`src/rtl/irqc_pkg.sv`:
```
package irqc_pkg;

  localparam int SRC_PER_GRP  = 8;
  localparam int GRP_PER_BANK = 4;
  localparam int BANK_BITS    = 32;

  typedef enum logic [1:0] {
    OFF_EN_SET = 2'd0,
    OFF_EN_CLR = 2'd1,
    OFF_SPARE  = 2'd2,
    OFF_STATUS = 2'd3
  } reg_off_e;

  // Byte lanes of a bank that carry a real group.
  function automatic logic [BANK_BITS-1:0] lane_mask(input int bank, input int groups);
    logic [BANK_BITS-1:0] m;
    m = '0;
    for (int l = 0; l < GRP_PER_BANK; l++) begin
      if (bank * GRP_PER_BANK + l < groups) m[l*SRC_PER_GRP +: SRC_PER_GRP] = 8'hFF;
    end
    return m;
  endfunction

  function automatic logic [2:0] lowest_idx(input logic [SRC_PER_GRP-1:0] v);
    logic [2:0] idx;
    idx = 3'd0;
    for (int i = SRC_PER_GRP - 1; i >= 0; i--) begin
      if (v[i]) idx = 3'(i);
    end
    return idx;
  endfunction

endpackage

```
`src/rtl/irqc_addr_decode.sv`:
```
module irqc_addr_decode
  import irqc_pkg::*;
#(
  parameter int ADDR_W    = 8,
  parameter int NUM_BANKS = 2
) (
  input  logic [ADDR_W-1:0]    addr,
  input  logic                 wr,
  output logic [NUM_BANKS-1:0] bank_sel,
  output logic [NUM_BANKS-1:0] set_stb,
  output logic [NUM_BANKS-1:0] clr_stb,
  output reg_off_e             off
);

  localparam int BANK_W = ADDR_W - 4;

  logic [BANK_W-1:0] bank_idx;

  assign bank_idx = addr[ADDR_W-1:4];
  assign off      = reg_off_e'(addr[3:2]);

  always_comb begin
    for (int b = 0; b < NUM_BANKS; b++) begin
      bank_sel[b] = (int'(bank_idx) == b);
      set_stb[b]  = wr && bank_sel[b] && (off == OFF_EN_SET);
      clr_stb[b]  = wr && bank_sel[b] && (off == OFF_EN_CLR);
    end
  end

endmodule

```
`src/rtl/irqc_enable_bank.sv`:
```
module irqc_enable_bank
  import irqc_pkg::*;
#(
  parameter int BANK       = 0,
  parameter int NUM_GROUPS = 8
) (
  input  logic                 clk,
  input  logic                 rst,
  input  logic                 set_stb,
  input  logic                 clr_stb,
  input  logic [BANK_BITS-1:0] wdata,
  output logic [BANK_BITS-1:0] en
);

  localparam logic [BANK_BITS-1:0] MASK = lane_mask(BANK, NUM_GROUPS);

  always_ff @(posedge clk) begin
    if (rst) begin
      en <= '0;
    end else if (set_stb) begin
      en <= en | (wdata & MASK);
    end else if (clr_stb) begin
      en <= en & ~(wdata & MASK);
    end
  end

endmodule

```
`src/rtl/irqc_group_out.sv`:
```
module irqc_group_out
  import irqc_pkg::*;
(
  input  logic                   clk,
  input  logic                   rst,
  input  logic [SRC_PER_GRP-1:0] pend,
  output logic                   req,
  output logic                   valid,
  output logic [2:0]             idx
);

  always_ff @(posedge clk) begin
    if (rst) begin
      req   <= 1'b0;
      valid <= 1'b0;
      idx   <= 3'd0;
    end else begin
      req   <= |pend;
      valid <= |pend;
      idx   <= lowest_idx(pend);
    end
  end

endmodule

```
`src/rtl/irq_group_combiner.sv`:
```
module irq_group_combiner
  import irqc_pkg::*;
#(
  parameter int NUM_GROUPS = 8,
  parameter int ADDR_W     = 8
) (
  input  logic                              clk,
  input  logic                              rst,
  input  logic                              bus_wr,
  input  logic                              bus_rd,
  input  logic [ADDR_W-1:0]                 bus_addr,
  input  logic [31:0]                       bus_wdata,
  output logic [31:0]                       bus_rdata,
  output logic                              bus_rvalid,
  input  logic [NUM_GROUPS*SRC_PER_GRP-1:0] src_level,
  output logic [NUM_GROUPS-1:0]             grp_req,
  output logic [NUM_GROUPS-1:0]             grp_valid,
  output logic [NUM_GROUPS*3-1:0]           grp_idx
);

  localparam int NUM_SRC   = NUM_GROUPS * SRC_PER_GRP;
  localparam int NUM_BANKS = (NUM_GROUPS + GRP_PER_BANK - 1) / GRP_PER_BANK;
  localparam int FLAT_W    = NUM_BANKS * BANK_BITS;

  logic [NUM_BANKS-1:0] bank_sel, set_stb, clr_stb;
  reg_off_e             off;
  logic [FLAT_W-1:0]    en_all;
  logic [FLAT_W-1:0]    src_pad;
  logic [FLAT_W-1:0]    stat_all;
  logic [31:0]          rd_mux;

  irqc_addr_decode #(
    .ADDR_W   (ADDR_W),
    .NUM_BANKS(NUM_BANKS)
  ) u_dec (
    .addr    (bus_addr),
    .wr      (bus_wr),
    .bank_sel(bank_sel),
    .set_stb (set_stb),
    .clr_stb (clr_stb),
    .off     (off)
  );

  generate
    for (genvar b = 0; b < NUM_BANKS; b++) begin : g_bank
      irqc_enable_bank #(
        .BANK      (b),
        .NUM_GROUPS(NUM_GROUPS)
      ) u_en (
        .clk    (clk),
        .rst    (rst),
        .set_stb(set_stb[b]),
        .clr_stb(clr_stb[b]),
        .wdata  (bus_wdata),
        .en     (en_all[b*BANK_BITS +: BANK_BITS])
      );
    end

    if (FLAT_W > NUM_SRC) begin : g_pad
      assign src_pad = {{(FLAT_W-NUM_SRC){1'b0}}, src_level};
    end else begin : g_nopad
      assign src_pad = src_level;
    end
  endgenerate

  assign stat_all = en_all & src_pad;

  generate
    for (genvar g = 0; g < NUM_GROUPS; g++) begin : g_grp
      irqc_group_out u_out (
        .clk  (clk),
        .rst  (rst),
        .pend (stat_all[g*SRC_PER_GRP +: SRC_PER_GRP]),
        .req  (grp_req[g]),
        .valid(grp_valid[g]),
        .idx  (grp_idx[g*3 +: 3])
      );
    end
  endgenerate

  always_comb begin
    rd_mux = '0;
    for (int b = 0; b < NUM_BANKS; b++) begin
      if (bank_sel[b]) begin
        unique case (off)
          OFF_EN_SET, OFF_EN_CLR: rd_mux = en_all[b*BANK_BITS +: BANK_BITS];
          OFF_STATUS:             rd_mux = stat_all[b*BANK_BITS +: BANK_BITS];
          default:                rd_mux = '0;
        endcase
      end
    end
  end

  always_ff @(posedge clk) begin
    if (rst) begin
      bus_rdata  <= '0;
      bus_rvalid <= 1'b0;
    end else begin
      bus_rvalid <= bus_rd;
      bus_rdata  <= bus_rd ? rd_mux : '0;
    end
  end

endmodule

```
`config.mk`:
```
export PLATFORM = sky130hd
export DESIGN_NAME = irq_group_combiner
export DESIGN_NICKNAME = d
export VERILOG_FILES = /design/src/rtl/irqc_pkg.sv /design/src/rtl/irqc_addr_decode.sv /design/src/rtl/irqc_enable_bank.sv /design/src/rtl/irqc_group_out.sv /design/src/rtl/irq_group_combiner.sv
export SDC_FILE = /design/constraint.sdc
export NUM_CORES = 1
export LEC_CHECK = 0
export ABC_AREA = 1
export BUFFER_PORTS_ARGS = -buffer_cell sky130_fd_sc_hd__clkbuf_2
export CORE_ASPECT_RATIO = 1.25
export CORE_MARGIN = 10
export CORE_UTILIZATION = 28
export CTS_BUF_LIST = sky130_fd_sc_hd__clkbuf_4 sky130_fd_sc_hd__clkbuf_8 sky130_fd_sc_hd__clkbuf_16
export DETAILED_ROUTE_END_ITERATION = 10
export GPL_TIMING_DRIVEN = 0
export PLACE_DENSITY = 0.55
export SETUP_SLACK_MARGIN = 0.5
export SYNTH_ARGS = -nofsm -noshare
export SYNTH_HDL_FRONTEND = slang
export SYNTH_SLANG_ARGS = --single-unit
export TNS_END_PERCENT = 100
```
`constraint.sdc`:
```
create_clock -name clk -period 1.7 [get_ports clk]
set_input_delay 0.425 -clock clk [delete_from_list [all_inputs] [get_ports clk]]
set_output_delay 0.425 -clock clk [all_outputs]
set_load 0.02 [all_outputs]
```
### Word level (Yosys, flattened, before mapping)

Cells that the tools add are included.

| cells by class | value |
|---|---|
| bitwise logic cells | 7 |
| muxes and demuxes | 64 |
| equal/unequal tests | 3 |
| reduce and logical (&&, ||, !) cells | 44 |

Operators with widths:

| kind | number |
|---|---|
| $mux W32 | 6 |
| $pmux W32 S2 | 2 |
| $mux W3 | 32 |
| $and A32 B32 Y32 | 2 |
| $and A64 B64 Y64 | 1 |
| $or A32 B32 Y32 | 2 |
| $reduce_or A8 Y1 | 8 |
| $reduce_or A5 Y1 | 8 |
| $mux W2 | 16 |
| $not A32 Y32 | 1 |
| $reduce_or A3 Y1 | 8 |
| $reduce_or A2 Y1 | 10 |
| $mux W1 | 8 |
| $logic_and A1 B1 Y1 | 6 |
| $eq A4 B2 Y1 const B | 1 |
| $logic_not A4 Y1 | 1 |
| $reduce_bool A2 Y1 | 2 |
| $eq A2 B1 Y1 const B | 1 |
| $eq A2 B2 Y1 const B | 1 |
| $logic_not A2 Y1 | 1 |
| $not A1 Y1 | 1 |

| word-level totals | value |
|---|---|
| register bits after elaboration | 129 |
| output and inout port bits | 73 |
| logic and storage cells | 154 |

### Depth between registers and ports, before layout

Gate-level depths: netlist of run 1.

| depth | value |
|---|---|
| depth in word-level cells | 8 |
| depth in mapped cells | 8 |

### Hierarchy

Synthesis of run 1 repeated with hierarchy kept, for this count alone.

| second synthesis, totals | value |
|---|---|
| cell total of the unflattened synthesis | 1067 |
| area, all modules | 7294.5 µm² |

By module, submodules not included:

| module | area each (µm²) | seq. area each (µm²) | cells each | instances |
|---|---|---|---|---|
| irq_group_combiner | 2830.2 | 660.6 | 479 | 1 |
| irqc_enable_bank | 1345.0 | 640.6 | 169 | 2 |
| irqc_group_out | 209.0 | 80.1 | 29 | 8 |
| irqc_addr_decode | 102.6 | 0.0 | 18 | 1 |

### Worst setup path before layout of run 1

No wires, ideal clock.

| path | value |
|---|---|
| path kind | input to register |
| start point | input port bus_addr[5] |
| end point | register (tool-made name) |
| buffers on the path | 2 |
| setup time | 0.132 ns |
| setup slack | 0.320 ns |
| cell stages on the path | 8 |
| arrival time | 1.248 ns |
| cell sequence | nor2_1 nand3_1 inv_2 buf_2 buf_2 nand3_1 nand2_1 a21oi_1 |

RTL lines:

| element | line | RTL |
|---|---|---|
| start, declared | irq_group_combiner.sv:11 | `input logic [ADDR_W-1:0] bus_addr,` |

### Worst setup path in the final report of run 1

| path | value |
|---|---|
| start point | register g_grp[5].u_out.req |
| end point | output port grp_req[5] |

RTL lines:

| element | line | RTL |
|---|---|---|
| start, declared | irqc_group_out.sv:7 | `output logic req,` |
| start signal, assigned | irqc_group_out.sv:18 | `req <= \|pend;` |
| end, declared | irq_group_combiner.sv:16 | `output logic [NUM_GROUPS-1:0] grp_req,` |

No word-level cell between the ends.

==> reports/results.md, run 1 <==
| Group | Quantity | This run |
|:---|:---|:---|
| logic synthesis | Cells after Synth | 889 |
| final layout | Count of nets after finishing | 1,211 |
| final layout | Area of the multi-input gates | 0.00315 sq mm |
| setup path | Type of origin of the critical path | flop |
| placed design | Total placed cells including tap cells | 1,344 |
| pwr | Pwr Density | 786 mW/mm^2 |
| grt | Aggregate global-route resource usage | 18.2% |
| final layout | Fill cells | 2,218 |
| clock tree | Clock latency on the worst-skew pair | 0.43 ns |
| placed design | Worst slack after detailed placement | -0.305 ns |
| timing | Setup repair after global routing missed its margin | yes |
| placed design | DPL Wire Length | 19.9 mm |
| grt | Number of global-route vias before repair | 6,800 |
| timing | Number of max-slew violations in the final report | 0 |
| floorplan | Number of rows created at floorplan | 60 |
| final layout | Leading cell type in the layout, fill and taps excluded | sky130_fd_sc_hd__nand2_1 |
| final layout | Synthesis-to-layout area growth | 51.1% |
| timing | Number of hold violations in the final report | 0 |
| floorplan | Count of pins on the block boundary | 181 |
| drt | Number of DRC markers in iteration 0 | 489 |
| drt | DRC | 0 |
| logic synthesis | Seq cells post-synth | 129 |
| timing | Count of endpoints failing setup in the final report | 0 |
| logic synthesis | Number of nets produced by synthesis | 997 |
| pwr | Total power | 0.00727 W |
| floorplan | Core outline area | 0.0215 sq mm |
| grt | Overflow left after global routing | 0 |
| clock tree | Clock sink total | 129 |
| timing | Headroom to the max-slew limit | 54.6% |
| drt | TritonRoute pass-1 iters | 5 |
| drt | Detailed-route vias per instance | 5.01 |
| drt | Total routed wirelength | 27.0 mm |
| final layout | Register Area | 0.00266 sq mm |
| timing | Final worst-path cycle share | 82.9% |
| placed design | Routability Congestion | 0.857 |
| grt | Pin count of the biggest net entering global routing | 17 |
| floorplan | Chip height | 185 microns |
| logic synthesis | Count of unique library cells instantiated by Yosys | 21 |
| pwr | Worst voltage drop across the vdd grid | 680 uV |
| logic synthesis | Netlist Area Pre-Place | 0.00613 sq mm |
| floorplan | Starting utilization of the core area | 28.4% |
| drt | Via count | 6,992 |
| grt | Antenna violations before repair | 1 |
| final layout | Final cell count without fillers | 1,395 |
| floorplan | Floorplan die area | 0.0282 sq mm |
| clock tree | Maximum root-to-sink buffer count | 2 |
| timing | Final Skew | 0.00628 ns |
| hold path | Worst hold path type | in2reg |
| drt | Average detailed-routed wire length per instance | 19.4 microns |
| setup path | Required time at the endpoint of the critical path | 1.27 ns |
| placed design | IO buf count | 176 |
| floorplan | Die outline width | 152 microns |
| final layout | Leading cell types in the layout, fill and taps excluded | 247 x sky130_fd_sc_hd__nand2_1, 142 x sky130_fd_sc_hd__a21oi_1, 120 x sky130_fd_sc_hd__clkbuf_2, 88 x sky130_fd_sc_hd__nor2_1, 83 x sky130_fd_sc_hd__nand3_1 |
| setup path | Worst path arrival time | 0.98 ns |
| timing | Final critical-path required period | 1.41 ns |
| setup path | Reg-to-reg setup timing slack | 0.67 ns |
| timing | Post-route worst setup slack | 0.290 ns |
| timing | Accumulated negative setup slack | 0 ns |
| flow run | Number of max-cap violations | 0 |
| logic synthesis | Avg Inst Size Synth | 6.89 sq um |
| setup path | Maximum net fanout on the critical path | 2 |
| logic synthesis | Share of synthesized area occupied by flip-flops and latches | 42.1% |
| clock tree | Clock slew at the register clock pins of the worst setup and hold paths | 0.06 ns |
| outcome | Outcome | completed |
| clock tree | CTS H-tree lvls | 4 |
| timing | Achievable clock frequency | 0.709 GHz |
| timing | Worst slack on hold paths | 0.267 ns |
| clock tree | Number of CTS-inserted buffers | 17 |
| logic synthesis | Count of yosys warnings during synthesis | 0 |
| clock tree | TritonCTS clock tree | yes |
| drt | Antenna Nets Post-Route | 0 |
| grt | Global-route wire length before repair | 39.8 mm |
| pwr | Leakage component of the power | 3.92 nW |
| final layout | Ratio of cells with drive above 1 in the final layout | 34.5% |
| setup path | Element type at the critical path end | output pin |
| clock tree | CTS Root Buffer Type | sky130_fd_sc_hd__clkbuf_16 |
| timing | Transition at the pin with the smallest max-transition slack | 0.680 ns |
| setup path | Start-to-end type of the worst setup path | reg2out |
## metal layers
metal | track usage (%) | vias to the layer above | wire (microns)
met5 | 0 | - | 0
met4 | 7.33 | 0 | 715
met3 | 5.83 | 48 | 1790
met2 | 31.0 | 224 | 13500
met1 | 20.7 | 3284 | 11000
li1 | - | 3436 | -
## power by group
group          internal [W]  total [W]  leakage (nW)  switching [W]
logic              0.000258   0.000702          2.56       0.000444
clock network       0.00216    0.00353         0.281        0.00136
registers           0.00304    0.00305          1.07     0.00000951
## synthesized netlist by cell type (all sizes together)
cell	n	share of area [%]
nor3b	10	1.2
clkbuf	32	2.0
a21oi	147	12
nand4	33	3.4
nor4	7	0.71
nand2	253	16
a2bb2oi	18	2.6
nor3	11	0.90
buf	43	4.3
dfxtp	129	42
a31oi	8	0.82
inv	19	1.2
o21ai	1	0.082
nand3	85	6.9
nor2	93	6.2
## final cells by class
type | count | area share [%]
antenna | 1 | 0.0270
multi-input combinational | 666 | 34.0
inverter | 19 | 0.824
buffer | 75 | 6.63
timing repair buffer | 195 | 20.0
tap | 279 | 3.77
clock inverter | 6 | 0.622
clock buffer | 25 | 5.38
sequential | 129 | 28.8
## stage by stage
stage	cell area, sq um	utilization (%)
5_1_grt	9260	43.0
6_report	9260	43.0
3_5_place_dp	7460	34.6
4_1_cts	8800	40.9
2_1_floorplan	6230	-
3_3_place_gp	7460	34.6
## logic make-up after synthesis
group / Yosys count / share of synthesized area [%]
AND/OR/NAND/NOR: 492 / 35.0
buffers and inverters: 94 / 7.41
AO/OA/AOI/OAI: 174 / 15.5
flip-flops: 129 / 42.1
## critical path: stages, from the launching register on
cell and delay (ns):
sky130_fd_sc_hd__dfxtp_2 0.33, sky130_fd_sc_hd__buf_6 0.11, sky130_fd_sc_hd__buf_8 0.12
## timing repair
action | in CTS | in global routing
gates cloned | 0 | 3
buffers inserted | 4 | 12
resized for setup | 218 | 158
pin swaps | 2 | 12
endpoints found under the setup margin | 150 | 147
hold buffers | 0 | 0
## worst paths after layout
path                                         endpoint  cells past startpoint               start
worst min-delay path            g_grp[3].u_out.idx[0]                      3       src_level[25]
worst max-delay path                       grp_req[5]                      2  g_grp[5].u_out.req
worst min register to register                   flop                      2                flop
worst max register to register  g_grp[5].u_out.idx[0]                      8                flop
Note: power is estimated with default switching activity, not from simulation.
==> inputs of run 2 (changes only) <==
clock period = 1.3 ns   (was 1.7 ns; I/O delays follow)
==> run 2 against run 1 <==
  * Setup slack got worse by 0.30 ns
  * Largest power group unchanged
  * Sequential share of layout area down 6.8 points
  * Via count up 14%
  * Wire length is 20% higher
  * Global-route usage rose by 2.6 points
  * The run now ends with setup timing left
  * Non-clock buffer count grew 70
==> reports/results.md, run 2 (synthesized netlist as in run 1, its figures left out) <==
| Group | Quantity | This run |
|:---|:---|:---|
| timing | Count of endpoints failing setup in the final report | 15 |
| placed design | Total placed cells including tap cells | 1,344 |
| pwr | Internal power | 0.00742 W |
| clock tree | Number of CTS-inserted buffers | 17 |
| placed design | IO buf count | 176 |
| timing | Final critical-path required period | 1.31 ns |
| hold path | Worst hold path type | in2reg |
| final layout | Final standard cell utilization of the core | 59.3% |
| grt | Overflow left after global routing | 0 |
| floorplan | Core outline area | 0.0215 sq mm |
| clock tree | CTS Root Buffer Type | sky130_fd_sc_hd__clkbuf_16 |
| final layout | Synthesis-to-layout area growth | 109% |
| floorplan | Floorplan die area | 0.0282 sq mm |
| placed design | Worst slack after detailed placement | -0.724 ns |
| clock tree | Maximum root-to-sink buffer count | 2 |
| timing | Post-route worst setup slack | -0.0135 ns |
| timing | Achievable clock frequency | 0.761 GHz |
| drt | TritonRoute pass-1 iters | 5 |
| pwr | Clock share of power | 46.9% |
| flow run | Number of max-cap violations | 0 |
| timing | Transition at the pin with the smallest max-transition slack | 0.753 ns |
| placed design | DPL Wire Length | 19.8 mm |
| timing | Number of max-slew violations in the final report | 0 |
| outcome | Outcome | complete, but fails checks |
| floorplan | Chip height | 185 microns |
| pwr | Pwr Density | 798 mW/mm^2 |
| final layout | Leading cell types in the layout, fill and taps excluded | 111 x sky130_fd_sc_hd__clkbuf_2, 104 x sky130_fd_sc_hd__dfxtp_2, 94 x sky130_fd_sc_hd__nand2_1, 91 x sky130_fd_sc_hd__buf_8, 87 x sky130_fd_sc_hd__nand2_2 |
| setup path | Required time at the endpoint of the critical path | 0.98 ns |
| timing | Worst slack on hold paths | 0.161 ns |
| clock tree | Clock slew at the register clock pins of the worst setup and hold paths | 0.06 ns |
| setup path | Type of origin of the critical path | flop |
| grt | Global-route wire length before repair | 45.4 mm |
| clock tree | Clock latency on the worst-skew pair | 0.43 ns |
| drt | DRC | 0 |
| drt | Antenna Nets Post-Route | 0 |
| setup path | Maximum net fanout on the critical path | 2 |
| setup path | Worst path arrival time | 0.99 ns |
| grt | Number of global-route vias before repair | 7,785 |
| pwr | Switching share of total power | 27.2% |
| pwr | Reported net switching power | 0.00277 W |
| setup path | Reg-to-reg setup timing slack | 0.32 ns |
| final layout | Count of nets after finishing | 1,283 |
| final layout | Ratio of cells with drive above 1 in the final layout | 74.7% |
| grt | Aggregate global-route resource usage | 20.8% |
| pwr | Combinational cell fraction of total power | 14.5% |
| clock tree | Clock sink total | 129 |
| setup path | Start-to-end type of the worst setup path | reg2out |
| floorplan | Number of rows created at floorplan | 60 |
| pwr | Leakage component of the power | 5.24 nW |
| final layout | Final cell count without fillers | 1,470 |
| floorplan | Starting utilization of the core area | 28.4% |
| timing | Final Skew | 0.0112 ns |
| grt | Pin count of the biggest net entering global routing | 17 |
| pwr | Seq pwr share | 38.6% |
| timing | Setup repair after global routing missed its margin | yes |
| outcome | Violated checks | setup timing |
| setup path | Element type at the critical path end | output pin |
| clock tree | CTS H-tree lvls | 4 |
| drt | Average detailed-routed wire length per instance | 22.1 microns |
| floorplan | Count of pins on the block boundary | 181 |
| timing | Number of hold violations in the final report | 0 |
| floorplan | Die outline width | 152 microns |
| drt | Number of DRC markers in iteration 0 | 518 |
| timing | Headroom to the max-slew limit | 49.8% |
| drt | Total routed wirelength | 32.5 mm |
| clock tree | TritonCTS clock tree | yes |
| timing | Final worst-path cycle share | 101% |
| final layout | Leading cell type in the layout, fill and taps excluded | sky130_fd_sc_hd__clkbuf_2 |
| pwr | Worst voltage drop across the vdd grid | 933 uV |
| final layout | Fill cells | 1,741 |
| drt | Detailed-route vias per instance | 5.40 |
| drt | Via count | 7,936 |
| placed design | Routability Congestion | 0.856 |
| grt | Antenna violations before repair | 1 |
## run 2: worst paths after layout
kind,startpoint,end,cells past startpoint
min,src_level[25],g_grp[3].u_out.idx[0],3
min reg2reg,flop,flop,2
max reg2reg,flop,g_grp[6].u_out.idx[0],8
max,g_grp[4].u_out.req,grp_valid[4],2
## run 2: final cells by class
| cell class | instances | area [sq um] | area share (%) |
|---|---|---|---|
| repair buffers | 265 | 2850 | 22.3 |
| clock inverters | 11 | 114 | 0.891 |
| well taps | 279 | 349 | 2.73 |
| inverters | 19 | 91.3 | 0.714 |
| diodes | 3 | 7.51 | 0.0587 |
| clock buffers | 21 | 462 | 3.61 |
| plain buffers | 75 | 955 | 7.47 |
| flip-flops and latches | 129 | 2810 | 22.0 |
| multi-input cells | 668 | 5140 | 40.2 |
## run 2: worst max-delay path: stages (launching register included)
cell,delay [ns]
sky130_fd_sc_hd__dfxtp_2,0.33
sky130_fd_sc_hd__buf_6,0.11
sky130_fd_sc_hd__buf_8,0.12
## run 2: stage by stage
step,power [W],area [sq um],TNS (ns)
finish,0.0102,12800,-0.128
global route,0.0104,12800,-0.479
CTS,0.0100,11000,-0.584
detailed placement,0.00496,7640,-33.21
global placement,0.00495,7640,-31.74
floorplan,0.00450,6410,0
## run 2: timing repair
item	4_1_cts	5_1_grt
resized for setup	562	451
pin swaps	114	156
buffers inserted	47	23
endpoints found under the setup margin	201	202
gates cloned	19	2
hold buffers	0	0
## run 2: power by group through the flow
stage               clock [W]  sequential, W  combinational, W
floorplan                   0        0.00407          0.000428
global placement            0        0.00407          0.000882
detailed placement          0        0.00407          0.000891
CTS                   0.00480        0.00398           0.00122
global route          0.00498        0.00394           0.00153
finish                0.00478        0.00394           0.00148
## run 2: per-layer routing
| metal | global-route usage, % | up-vias | share of wire [%] | wire length (microns) |
|---|---|---|---|---|
| met4 | 11.5 | 0 | 4.9 | 1610 |
| li1 | - | 3606 | - | - |
| met1 | 22.4 | 3842 | 37 | 12200 |
| met3 | 5.62 | 110 | 7.3 | 2390 |
| met5 | 0 | - | 0 | 0 |
| met2 | 36.3 | 378 | 50 | 16300 |
